File: src/rtl/tmg_pkg.sv
package tmg_pkg;

    typedef enum logic [1:0] {
        LVL_NONE = 2'd0,
        LVL_2US  = 2'd1,
        LVL_1MS  = 2'd2,
        LVL_1S   = 2'd3
    } mark_lvl_e;

    typedef struct packed {
        logic sec;
        logic msec;
        logic usec2;
    } sent_flags_t;

    localparam int        LEVELS    = 3;
    localparam logic [7:0] CODE_IDLE = 8'hBC;
    localparam logic [7:0] CODE_2US  = 8'h1C;
    localparam logic [7:0] CODE_1MS  = 8'h3C;
    localparam logic [7:0] CODE_1S   = 8'h7C;

    // Frames in one 2 us slot, clamped so a counter never has zero length.
    function automatic int frames_per_slot(input int freq_mhz, input int bytes_per_frame);
        int f;
        f = (2 * freq_mhz) / bytes_per_frame;
        return (f < 1) ? 1 : f;
    endfunction

    function automatic logic [7:0] code_of(input mark_lvl_e lvl);
        case (lvl)
            LVL_2US: return CODE_2US;
            LVL_1MS: return CODE_1MS;
            LVL_1S:  return CODE_1S;
            default: return CODE_IDLE;
        endcase
    endfunction

    function automatic sent_flags_t flags_of(input mark_lvl_e lvl);
        sent_flags_t f;
        f       = '0;
        f.usec2 = (lvl == LVL_2US);
        f.msec  = (lvl == LVL_1MS);
        f.sec   = (lvl == LVL_1S);
        return f;
    endfunction

endpackage

File: src/rtl/tmg_wrap_cnt.sv
module tmg_wrap_cnt #(
    parameter int LIMIT = 4
) (
    input  logic clk,
    input  logic rst,
    input  logic en,
    output logic at_last
);
    localparam int W = (LIMIT > 1) ? $clog2(LIMIT) : 1;
    localparam logic [W-1:0] LAST = W'(LIMIT - 1);

    logic [W-1:0] count;

    assign at_last = (count == LAST);

    always_ff @(posedge clk) begin
        if (rst)
            count <= '0;
        else if (en)
            count <= at_last ? '0 : count + W'(1);
    end
endmodule

File: src/rtl/tmg_prio_sel.sv
module tmg_prio_sel
    import tmg_pkg::*;
(
    input  logic [LEVELS-1:0] at_last,
    output mark_lvl_e         lvl,
    output logic [7:0]        code
);
    always_comb begin
        if (&at_last)
            lvl = LVL_1S;
        else if (at_last[0] && at_last[1])
            lvl = LVL_1MS;
        else if (at_last[0])
            lvl = LVL_2US;
        else
            lvl = LVL_NONE;
        code = code_of(lvl);
    end
endmodule

File: src/rtl/tmg_sent_pulse.sv
module tmg_sent_pulse
    import tmg_pkg::*;
(
    input  logic        clk,
    input  logic        rst,
    input  logic        stb,
    input  mark_lvl_e   lvl,
    output sent_flags_t flags
);
    always_ff @(posedge clk) begin
        if (rst)
            flags <= '0;
        else if (stb)
            flags <= flags_of(lvl);
        else
            flags <= '0;
    end
endmodule

File: src/rtl/timing_mark_gen.sv
module timing_mark_gen
    import tmg_pkg::*;
#(
    parameter int FREQ_MHZ        = 125,
    parameter int BYTES_PER_FRAME = 10,
    parameter int SLOTS_PER_MS    = 500,
    parameter int MS_PER_S        = 1000
) (
    input  logic       clk,
    input  logic       rst,
    input  logic       frame_stb,
    output logic [7:0] mark_code,
    output logic       sent_2us,
    output logic       sent_1ms,
    output logic       sent_1s
);
    localparam int FRAMES_2US = frames_per_slot(FREQ_MHZ, BYTES_PER_FRAME);

    logic [LEVELS-1:0] lvl_en;
    logic [LEVELS-1:0] lvl_last;
    mark_lvl_e         cur_lvl;
    sent_flags_t       flags;

    // Each stage advances only when every finer stage is about to wrap.
    assign lvl_en[0] = frame_stb;

    genvar gi;
    generate
        for (gi = 0; gi < LEVELS; gi++) begin : g_stage
            localparam int LIM = (gi == 0) ? FRAMES_2US :
                                 (gi == 1) ? SLOTS_PER_MS : MS_PER_S;
            if (gi > 0) begin : g_chain
                assign lvl_en[gi] = lvl_en[gi-1] & lvl_last[gi-1];
            end
            tmg_wrap_cnt #(.LIMIT(LIM)) u_cnt (
                .clk     (clk),
                .rst     (rst),
                .en      (lvl_en[gi]),
                .at_last (lvl_last[gi])
            );
        end
    endgenerate

    tmg_prio_sel u_sel (
        .at_last (lvl_last),
        .lvl     (cur_lvl),
        .code    (mark_code)
    );

    tmg_sent_pulse u_pulse (
        .clk   (clk),
        .rst   (rst),
        .stb   (frame_stb),
        .lvl   (cur_lvl),
        .flags (flags)
    );

    assign sent_2us = flags.usec2;
    assign sent_1ms = flags.msec;
    assign sent_1s  = flags.sec;
endmodule

File: config.mk
export PLATFORM = sky130hd
export DESIGN_NAME = timing_mark_gen
export DESIGN_NICKNAME = d
export VERILOG_FILES = /design/src/rtl/tmg_pkg.sv /design/src/rtl/tmg_wrap_cnt.sv /design/src/rtl/tmg_prio_sel.sv /design/src/rtl/tmg_sent_pulse.sv /design/src/rtl/timing_mark_gen.sv
export SDC_FILE = /design/constraint.sdc
export NUM_CORES = 1
export LEC_CHECK = 0
export BUFFER_PORTS_ARGS = -buffer_cell sky130_fd_sc_hd__buf_2
export CORE_ASPECT_RATIO = 1.4
export CORE_MARGIN = 2
export CORE_UTILIZATION = 57
export CTS_CLUSTER_DIAMETER = 80
export DETAILED_ROUTE_END_ITERATION = 12
export GPL_TIMING_DRIVEN = 1
export PLACE_DENSITY = 0.77
export SETUP_SLACK_MARGIN = 0.02
export SLEW_MARGIN = 20
export SYNTH_ARGS = -nofsm -noshare
export SYNTH_HDL_FRONTEND = slang
export SYNTH_SLANG_ARGS = --single-unit
File: constraint.sdc
create_clock -name clk -period 2.3 [get_ports clk]
set_input_delay 0.23 -clock clk [delete_from_list [all_inputs] [get_ports clk]]
set_output_delay 0.23 -clock clk [all_outputs]
set_load 0.01 [all_outputs]
==> results of run 1 <==
## layer usage
layer | global-route usage | wire length (µm) | vias to the layer above
met5 | 0 | 0 | -
met4 | 0.09286 | 45 | 0
met3 | 0.03757 | 109 | 4
met2 | 0.3504 | 1405 | 24
met1 | 0.2509 | 1063 | 557
li1 | - | - | 592
## placed cells by master, fill, tap and decap left out, types with 5 or more instances in the layout
cell type,netlist,layout
inv_1,6,6
or3_1,6,5
nand4_1,9,9
dfxtp_1,27,27
nor3_1,9,9
a21oi_1,14,14
o21ai_0,6,6
conb_1,2,5
nor2_1,9,9
nand2_1,10,10
nand3_1,10,10
buf_2,0,8
xor2_1,5,5
## what timing repair did
action / in CTS / in global routing
gates resized for setup: 0 / 1
endpoints found under the setup margin: 0 / 1
hold buffers: 0 / 0
## through the flow
stage          instance area [µm²]  utilization  power [mW]  worst slack [ns]
6_report                      1430       0.6048      0.7021            0.1763
5_1_grt                       1430       0.6048      0.7406           0.04205
2_1_floorplan                 1408            -      0.5144            0.6047
3_5_place_dp                  1398       0.5910      0.5146            0.3486
4_1_cts                       1425       0.6026      0.7098           0.09799
3_3_place_gp                  1398       0.5910      0.5128            0.4250
## registers in the layout (all words and copies together), names as in the netlist
signal / count
g_stage.u_cnt.count: 24
u_pulse.flags: 3
## synth_stat cells, drive strengths merged (4+ instances only)
| cell type | instances |
|---|---|
| a21oi | 14 |
| nand3 | 10 |
| inv | 6 |
| buf | 6 |
| dfxtp | 27 |
| nand4 | 10 |
| xor2 | 5 |
| nor2 | 10 |
| ha | 4 |
| clkbuf | 8 |
| and4 | 4 |
| nand2 | 10 |
| or4 | 4 |
| o21ai | 6 |
| nor3 | 9 |
| or3 | 6 |
## final cells by class
type,count,area share
clock buffers,3,0.01575
clock inverters,1,0.003500
inverters,6,0.01575
multi-input cells,122,0.5389
flip-flops and latches,27,0.3780
well taps,23,0.02012
repair buffers,8,0.02800
## report_power, final
group,switching (mW),internal (mW)
Sequential,0.00409,0.472
Combinational,0.0202,0.00853
Clock,0.133,0.0651
## final timing paths
kind	end	cells past startpoint
worst max-delay path	mark_code[6]	5
worst min-delay path	g_stage[0].u_cnt.count[1]	2
worst max register to register	g_stage[2].u_cnt.count[7]	6
worst min register to register	g_stage[2].u_cnt.count[1]	2
## worst max-delay path: stages (launching register included)
cell	delay, ns
dfxtp_1	0.42
ha_1	0.26
nand4b_1	0.11
or3_4	0.40
nor3_1	0.22
buf_2	0.17
## kinds of logic (layout without fill, tap and decap cells)
kind of cell,after synthesis,count (layout),synth area share
AO/OA/AOI/OAI,30,30,0.1263
XOR/XNOR,8,8,0.05018
adder cells (fa/ha/maj),4,4,0.03584
buffers and inverters,20,18,0.07258
flip-flops,27,27,0.3871
multiplexers,2,2,0.01434
other,2,5,0.005378
AND/OR/NAND/NOR,73,73,0.3083
==> impl_metrics.yaml, run 1 <==
global_routing:
  grt_pass1_vias: 1099
  grt_usage: 0.2101
  gr-total-overflow: 0
  grt_max_degree: 21
  antenna_found_initial: 0
  grt_pass1_wl_mm: 4.588
routing:
  first_iter_violations: 11
  postRouteAntennaNets: 0
  drt_wl_total_mm: 2.623
  vias_per_cell: 6.195
  drc: 0
  first_pass_iters: 4
  post_drt_wl_per_cell_um: 13.81
  num_vias: 1177
clock_tree:
  cts_buffer_depth: 2
  clk_pin_slew_ns: 0.14
  worstSkewPairLatency_ns: 0.31
  htreeDepth: 1
  cts_tree: "done"
  post-cts-setup-buffers: 0
  cts.sinks: 27
  numCtsBuffers: 3
  cts-root-buf: "clkbuf_4"
critical_path:
  crit_type: "flop to primary output"
  end_kind: "primary output"
  reg2reg_from: "g_stage[0].u_cnt.count[0]"
  critPathLaunchType: "flop"
  worst-endpoint-required_ns: 2.07
  startpoint: "g_stage[2].u_cnt.count[0]"
  cp_max_fo: 9
  r2r_slack_ns: 0.31
  crit_arrival_ns: 1.89
hold_path:
  hold_start: "rst"
  hp-class: "primary input to flop"
yosys:
  synth_area_mm2: 0.001396
  ys_seq_area_frac: 0.3871
  avgSynthCellArea_um2: 8.412
  async_flop_share: 0
  syn_inst: 166
  synth_top_area_cell: "dfxtp_1"
  synth_cell_type_count: 35
  synth_edf_count: 0
  synth_ff_type: "dfxtp_1"
  synth_area_leaders: "dfxtp_1 39%, a21oi_1 5.0%, nand4_1 4.0%"
  ys_ff_latch: 27
  synth_warnings: 0
  synth_top_area_share: 0.3871
cells_and_area:
  fin_cells: 190
  antenna_cells: 0
  multiInputGateArea_um2: 770.7
  drive_gt1_frac: 0.09581
  area_delta_synth_final_pct: 2.419
  regArea_um2: 540.5
  fillers: 223
  nets: 175
timing:
  finalSetupTns_ns: 0
  finalSetupViolations: 0
  skew_ns: 0.002195
  fin_crit_ns: 2.124
  rsz0062_at_grt: "false"
  fmax_mhz: 470.9
  hold_viol: 0
  drv_slew: 0
  fin_crit_sh: 0.9234
  holdWs_ns: 0.2794
run:
  cap_violations: 0
placement:
  dpl.cell_count: 186
  place_congestion: 0.8593
  port_buffers: 8
  dp_hpwl_mm: 1.970
die:
  die_x_um: 45.83
  initial_core_util: 0.5905
  coreArea_mm2: 0.002365
  dieArea_mm2: 0.002867
  io_pins: 14
  num_rows: 21
  die_h_um: 62.56
pwr:
  peakVddDrop_mv: 0.2805
  p_leak_nw: 0.4834
  powerDensity_mw_per_mm2: 490.9
status:
  status: "finished clean"
Power figures use the tool's default switching activity.
==> run 2, diff against run 1 <==
CORE_ASPECT_RATIO = unset   (was 1.4)
CORE_UTILIZATION = 51   (was 57)
PLACE_DENSITY = 0.73   (was 0.77)
SLEW_MARGIN = 25   (was 20)
clock period = 1.8 ns   (was 2.3 ns; I/O delays follow)
==> run 2 against run 1 <==
Clock power is 33% higher; critical path depth rose by 3; utilization is 5.7 points higher.
==> impl_metrics.yaml, run 2 (synthesized netlist as in run 1, its figures left out) <==
clock_tree:
  htreeDepth: 1
  numCtsBuffers: 3
  cts-root-buf: "clkbuf_4"
  cts_tree: "done"
  cts_buffer_depth: 2
  clk_pin_slew_ns: 0.15
  worstSkewPairLatency_ns: 0.32
  cts-hold-fix-buffers: 0
  cts.sinks: 27
critical_path:
  critical_path.top_delay_family: "simple AND/OR/NAND/NOR gates"
  crit_arrival_ns: 2.04
  cp_max_fo: 8
  critPathLaunchType: "flop"
  end_kind: "flop"
  reg2reg_from: "g_stage[0].u_cnt.count[1]"
  slowest_stage: "dfxtp_2"
  path_buf_inv: 3
  worstPathCellList: "inv_2 -> ha_4 -> and4b_2 -> buf_6 -> nand4_4 -> buf_4 -> or3_1 -> a21oi_1"
  crit_type: "flop to flop"
  r2r_slack_ns: 0.03
  reg2reg_to: "g_stage[2].u_cnt.count[2]"
  worst-endpoint-required_ns: 2.07
  reg2regPathDepth: 8
  max_stage_delay_ns: 0.35
placement:
  place_congestion: 0.8837
  port_buffers: 8
  dp_hpwl_mm: 2.091
global_routing:
  grt_max_degree: 20
  grt_pass1_vias: 1149
  gr-total-overflow: 0
  grt_pass1_wl_mm: 5.043
  grt_usage: 0.1946
  antenna_found_initial: 0
timing:
  fin_crit_sh: 0.9842
  rsz0062_at_grt: "true"
  fin_crit_ns: 1.772
  holdWs_ns: 0.2619
  fmax_mhz: 564.5
  finalSetupViolations: 0
  hold_viol: 0
  drv_slew: 0
  skew_ns: 0.003934
hold_path:
  hp-class: "primary input to flop"
  hold_end: "g_stage[1].u_cnt.count[0]"
  hold_start: "rst"
  worstHoldPathCells: 3
die:
  die_h_um: 56.33
  coreArea_mm2: 0.002545
  initial_core_util: 0.5487
  die_x_um: 56.33
  num_rows: 18
  io_pins: 14
  dieArea_mm2: 0.003173
cells_and_area:
  final_cell_mix: "20 x buf_4, 17 x dfxtp_1, 13 x a21oi_1"
  top_regs: "g_stage.u_cnt.count (24), u_pulse.flags (3)"
  drive_gt1_frac: 0.3175
  top_register: "g_stage.u_cnt.count"
  final_common_cell: "buf_4"
  area_delta_synth_final_pct: 20.70
  largest_reg_flops: 24
  antenna_cells: 0
  nets: 197
pwr:
  totalPowerFinal_mw: 0.9268
  p_leak_nw: 0.6134
  powerDensity_mw_per_mm2: 549.9
  peakVddDrop_mv: 0.5349
routing:
  post_drt_wl_per_cell_um: 14.36
  num_vias: 1317
  drt_wl_total_mm: 3.145
  drc: 0
  first_pass_iters: 4
  first_iter_violations: 36
  vias_per_cell: 6.014
  postRouteAntennaNets: 0
run:
  cap_violations: 0
status:
  status: "finished clean"
-- run 2: cell types whose count changed in the layout (fill, tap and decap cells not counted), moves of 2 or more --
cell / before / now
buf_4: 0 / 20
dfxtp_1: 27 / 17
dfxtp_2: 0 / 10
ha_1: 4 / 1
ha_4: 0 / 3
inv_1: 6 / 3
inv_2: 0 / 3
buf_6: 0 / 2
-- run 2: report_power, final --
| group | switching [mW] | internal, mW | leakage, nW | total [mW] |
|---|---|---|---|---|
| registers | 0.00343 | 0.603 | 0.223 | 0.607 |
| logic | 0.0348 | 0.0211 | 0.373 | 0.0559 |
| clock network | 0.181 | 0.0833 | 0.0177 | 0.264 |
| total | 0.219 | 0.708 | 0.613 | 0.927 |
-- run 2: metrics by stage --
step | instance area, µm² | instances | setup WS [ns] | util | TNS (ns)
after global placement | 1489 | 204 | 0.1033 | 0.5851 | 0
final | 1685 | 219 | 0.02845 | 0.6622 | 0
after detailed placement | 1489 | 204 | 0.01943 | 0.5851 | 0
after global routing | 1685 | 219 | -0.04473 | 0.6622 | -0.1116
after floorplan | 1408 | 169 | 0.1397 | - | 0
after CTS | 1590 | 214 | 0.005230 | 0.6249 | 0
-- run 2: area by class of cell --
| type | instances | area, µm² |
|---|---|---|
| clock buffer | 3 | 22.52 |
| clock inverter | 1 | 5.005 |
| fill | 211 | 859.6 |
| inverter | 6 | 22.52 |
| multi-input combinational | 122 | 832.0 |
| sequential | 27 | 553.0 |
| tap | 30 | 37.54 |
| timing repair buffer | 30 | 212.7 |
-- run 2: repair_timing --
action / CTS / global route
setup buffers: 6 / 5
resized for setup: 15 / 14
endpoints found under the setup margin: 9 / 13
pin swaps: 5 / 8
-- run 2: how the worst max path moves through the flow --
stage | startpoint | end | slack (ns) | cells after the start
global placement | g_stage[0].u_cnt.count[0] | g_stage[1].u_cnt.count[6] | 0.10 | 7
detailed placement | g_stage[0].u_cnt.count[0] | g_stage[1].u_cnt.count[6] | 0.02 | 7
finish | g_stage[0].u_cnt.count[1] | g_stage[2].u_cnt.count[2] | 0.03 | 8
floorplan | g_stage[1].u_cnt.count[0] | g_stage[2].u_cnt.count[7] | 0.14 | 5
global route | g_stage[0].u_cnt.count[1] | g_stage[2].u_cnt.count[2] | -0.04 | 8
CTS | g_stage[2].u_cnt.count[1] | mark_code[6] | 0.005 | 5
-- run 2: routing by layer --
layer | part of all wire | global-route usage | vias up
met5 | 0 | 0 | -
met2 | 0.48 | 0.3345 | 36
met3 | 0.044 | 0.03456 | 2
li1 | - | - | 642
met1 | 0.47 | 0.2578 | 637
met4 | 0.0048 | 0.03401 | 0
-- run 2: tightest hold or removal path, delay by kind of cell --
family	cells	cell delay [ns]
buf+inv	1	0.10
simple gates	2	0.29
==> run 3, diff against run 2 <==
CORE_MARGIN = 1.5   (was 2)
CORE_UTILIZATION = 54   (was 51)
CTS_BUF_LIST = sky130_fd_sc_hd__clkbuf_8   (was unset)
PLACE_DENSITY = 0.77   (was 0.73)
==> run 3 against run 2 <==
Final area up 0.30%; combinational power down 3%; non-clock buffer count decreased by 2; critical path type is now flop to primary output.
==> impl_metrics.yaml, run 3 (synthesized netlist as in run 1, its figures left out) <==
timing:
  fin_crit_ns: 1.767
  fmax_mhz: 565.9
  hold_viol: 0
  fin_crit_sh: 0.9818
  rsz0062_at_grt: "true"
  finalSetupTns_ns: 0
  fin_ws_ns: 0.03280
  finalSetupViolations: 0
  skew_ns: 0.001949
  drv_slew: 0
clock_tree:
  numCtsBuffers: 3
  clk_pin_slew_ns: 0.09
  cts-hold-fix-buffers: 0
  cts_buffer_depth: 2
  cts.sinks: 27
  cts_tree: "done"
  worstSkewPairLatency_ns: 0.27
  cts-root-buf: "clkbuf_8"
  htreeDepth: 1
critical_path:
  crit_type: "flop to primary output"
  max_stage_delay_ns: 0.41
  worstPathCellList: "ha_4 -> nand4b_1 -> or3_4 -> nor3_2 -> buf_2"
  end_kind: "primary output"
  worst-endpoint-required_ns: 1.62
  critPathLaunchType: "flop"
  crit_arrival_ns: 1.59
  reg2reg_to: "g_stage[2].u_cnt.count[8]"
  r2r_slack_ns: 0.04
  slowest_stage: "or3_4"
  reg2regPathDepth: 7
  cp_max_fo: 3
  reg2reg_from: "g_stage[0].u_cnt.count[0]"
hold_path:
  worstHoldPathCells: 3
  hold_start: "rst"
  hold_end: "g_stage[2].u_cnt.count[7]"
  hp-class: "primary input to flop"
global_routing:
  antenna_found_initial: 0
  gr-total-overflow: 0
  grt_usage: 0.2350
  use_met1: 0.3432
  gr-usage-met3: 0.02778
  grt_pass1_vias: 1106
  use_met2: 0.3638
  grt_pass1_wl_mm: 5.030
  grt_max_degree: 20
  grt.busiest_layer: "met2"
cells_and_area:
  drive_gt1_frac: 0.3209
  largest_reg_flops: 24
  antenna_cells: 0
  area_delta_synth_final_pct: 21.06
  nets: 195
  top_register: "g_stage.u_cnt.count"
  final_area_mm2: 0.001690
  final_cell_mix: "17 x dfxtp_1, 17 x buf_4"
  top_regs: "g_stage.u_cnt.count (24), u_pulse.flags (3)"
die:
  initial_core_util: 0.5688
  coreArea_mm2: 0.002455
  dieArea_mm2: 0.002900
  die_x_um: 53.85
  num_rows: 18
  io_pins: 14
  die_h_um: 53.85
routing:
  postRouteAntennaNets: 0
  num_vias: 1292
  vias_per_cell: 5.954
  post_drt_wl_per_cell_um: 14.95
  first_pass_iters: 4
  drc: 0
  first_iter_violations: 54
  drt_wl_total_mm: 3.245
placement:
  place_congestion: 0.8729
  place_ws_ns: 0.02343
  dp_hpwl_mm: 2.169
  place_area_mm2: 0.001481
  port_buffers: 8
pwr:
  p_leak_nw: 0.6017
  peakVddDrop_mv: 0.6075
  powerDensity_mw_per_mm2: 588.7
status:
  status: "finished clean"
run:
  cap_violations: 0
-- run 3: cell types whose count changed in the layout (fill, tap and decap cells not counted), sizes merged --
cell and delta:
inv +1, buf -2, clkinv -1
-- run 3: repair_timing --
item                       4_1_cts  5_1_grt
pin swaps                        1       10
hold endpoints to repair         0        0
setup endpoints to repair        7       15
gates resized for setup         12       19
setup buffers                    4        6
-- run 3: worst max-delay path by stage --
stage / start / endpoint / slack (ns) / cells after the start
floorplan: g_stage[1].u_cnt.count[0] / g_stage[2].u_cnt.count[7] / 0.14 / 5
global placement: g_stage[1].u_cnt.count[1] / g_stage[2].u_cnt.count[4] / 0.09 / 6
detailed placement: g_stage[0].u_cnt.count[0] / g_stage[2].u_cnt.count[9] / 0.02 / 6
CTS: g_stage[2].u_cnt.count[7] / mark_code[6] / 0.01 / 4
global route: g_stage[2].u_cnt.count[1] / mark_code[6] / -0.03 / 5
finish: g_stage[2].u_cnt.count[1] / mark_code[6] / 0.03 / 5
-- run 3: cell type report --
type	count	area (µm²)
Multi-Input combinational cell	122	830.8
Fill cell	199	764.5
Sequential cell	27	553.0
Timing Repair Buffer	28	201.4
Clock buffer	3	41.29
Tap cell	30	37.54
Inverter	6	22.52
Clock inverter	1	3.754
-- run 3: report_power, final --
group / internal (mW) / switching, mW / total, mW
Combinational: 0.0200 / 0.0343 / 0.0543
Sequential: 0.602 / 0.00467 / 0.607
Clock: 0.153 / 0.181 / 0.334
-- run 3: layer usage --
metal	up-vias	routed length, µm
li1	628	-
met1	617	1467
met2	41	1565
met3	6	168
met4	0	44
met5	-	0
-- run 3: metrics by stage --
step	hold slack, ns	util	std cells	power (mW)
floorplan	0.4425	-	169	0.6573
global placement	0.4793	0.6035	203	0.6589
detailed placement	0.4925	0.6035	203	0.6611
CTS	0.3232	0.6463	211	0.9907
global route	0.3475	0.6886	217	1.028
finish	0.3310	0.6886	217	0.9951
-- run 3: critical path: cells and delay by family, from the launching register on --
family / cells / cell delay (ns)
AND/OR/NAND/NOR: 3 / 0.67
adder cells (fa/ha/maj): 1 / 0.14
buffers and inverters: 1 / 0.15
flip-flops: 1 / 0.37
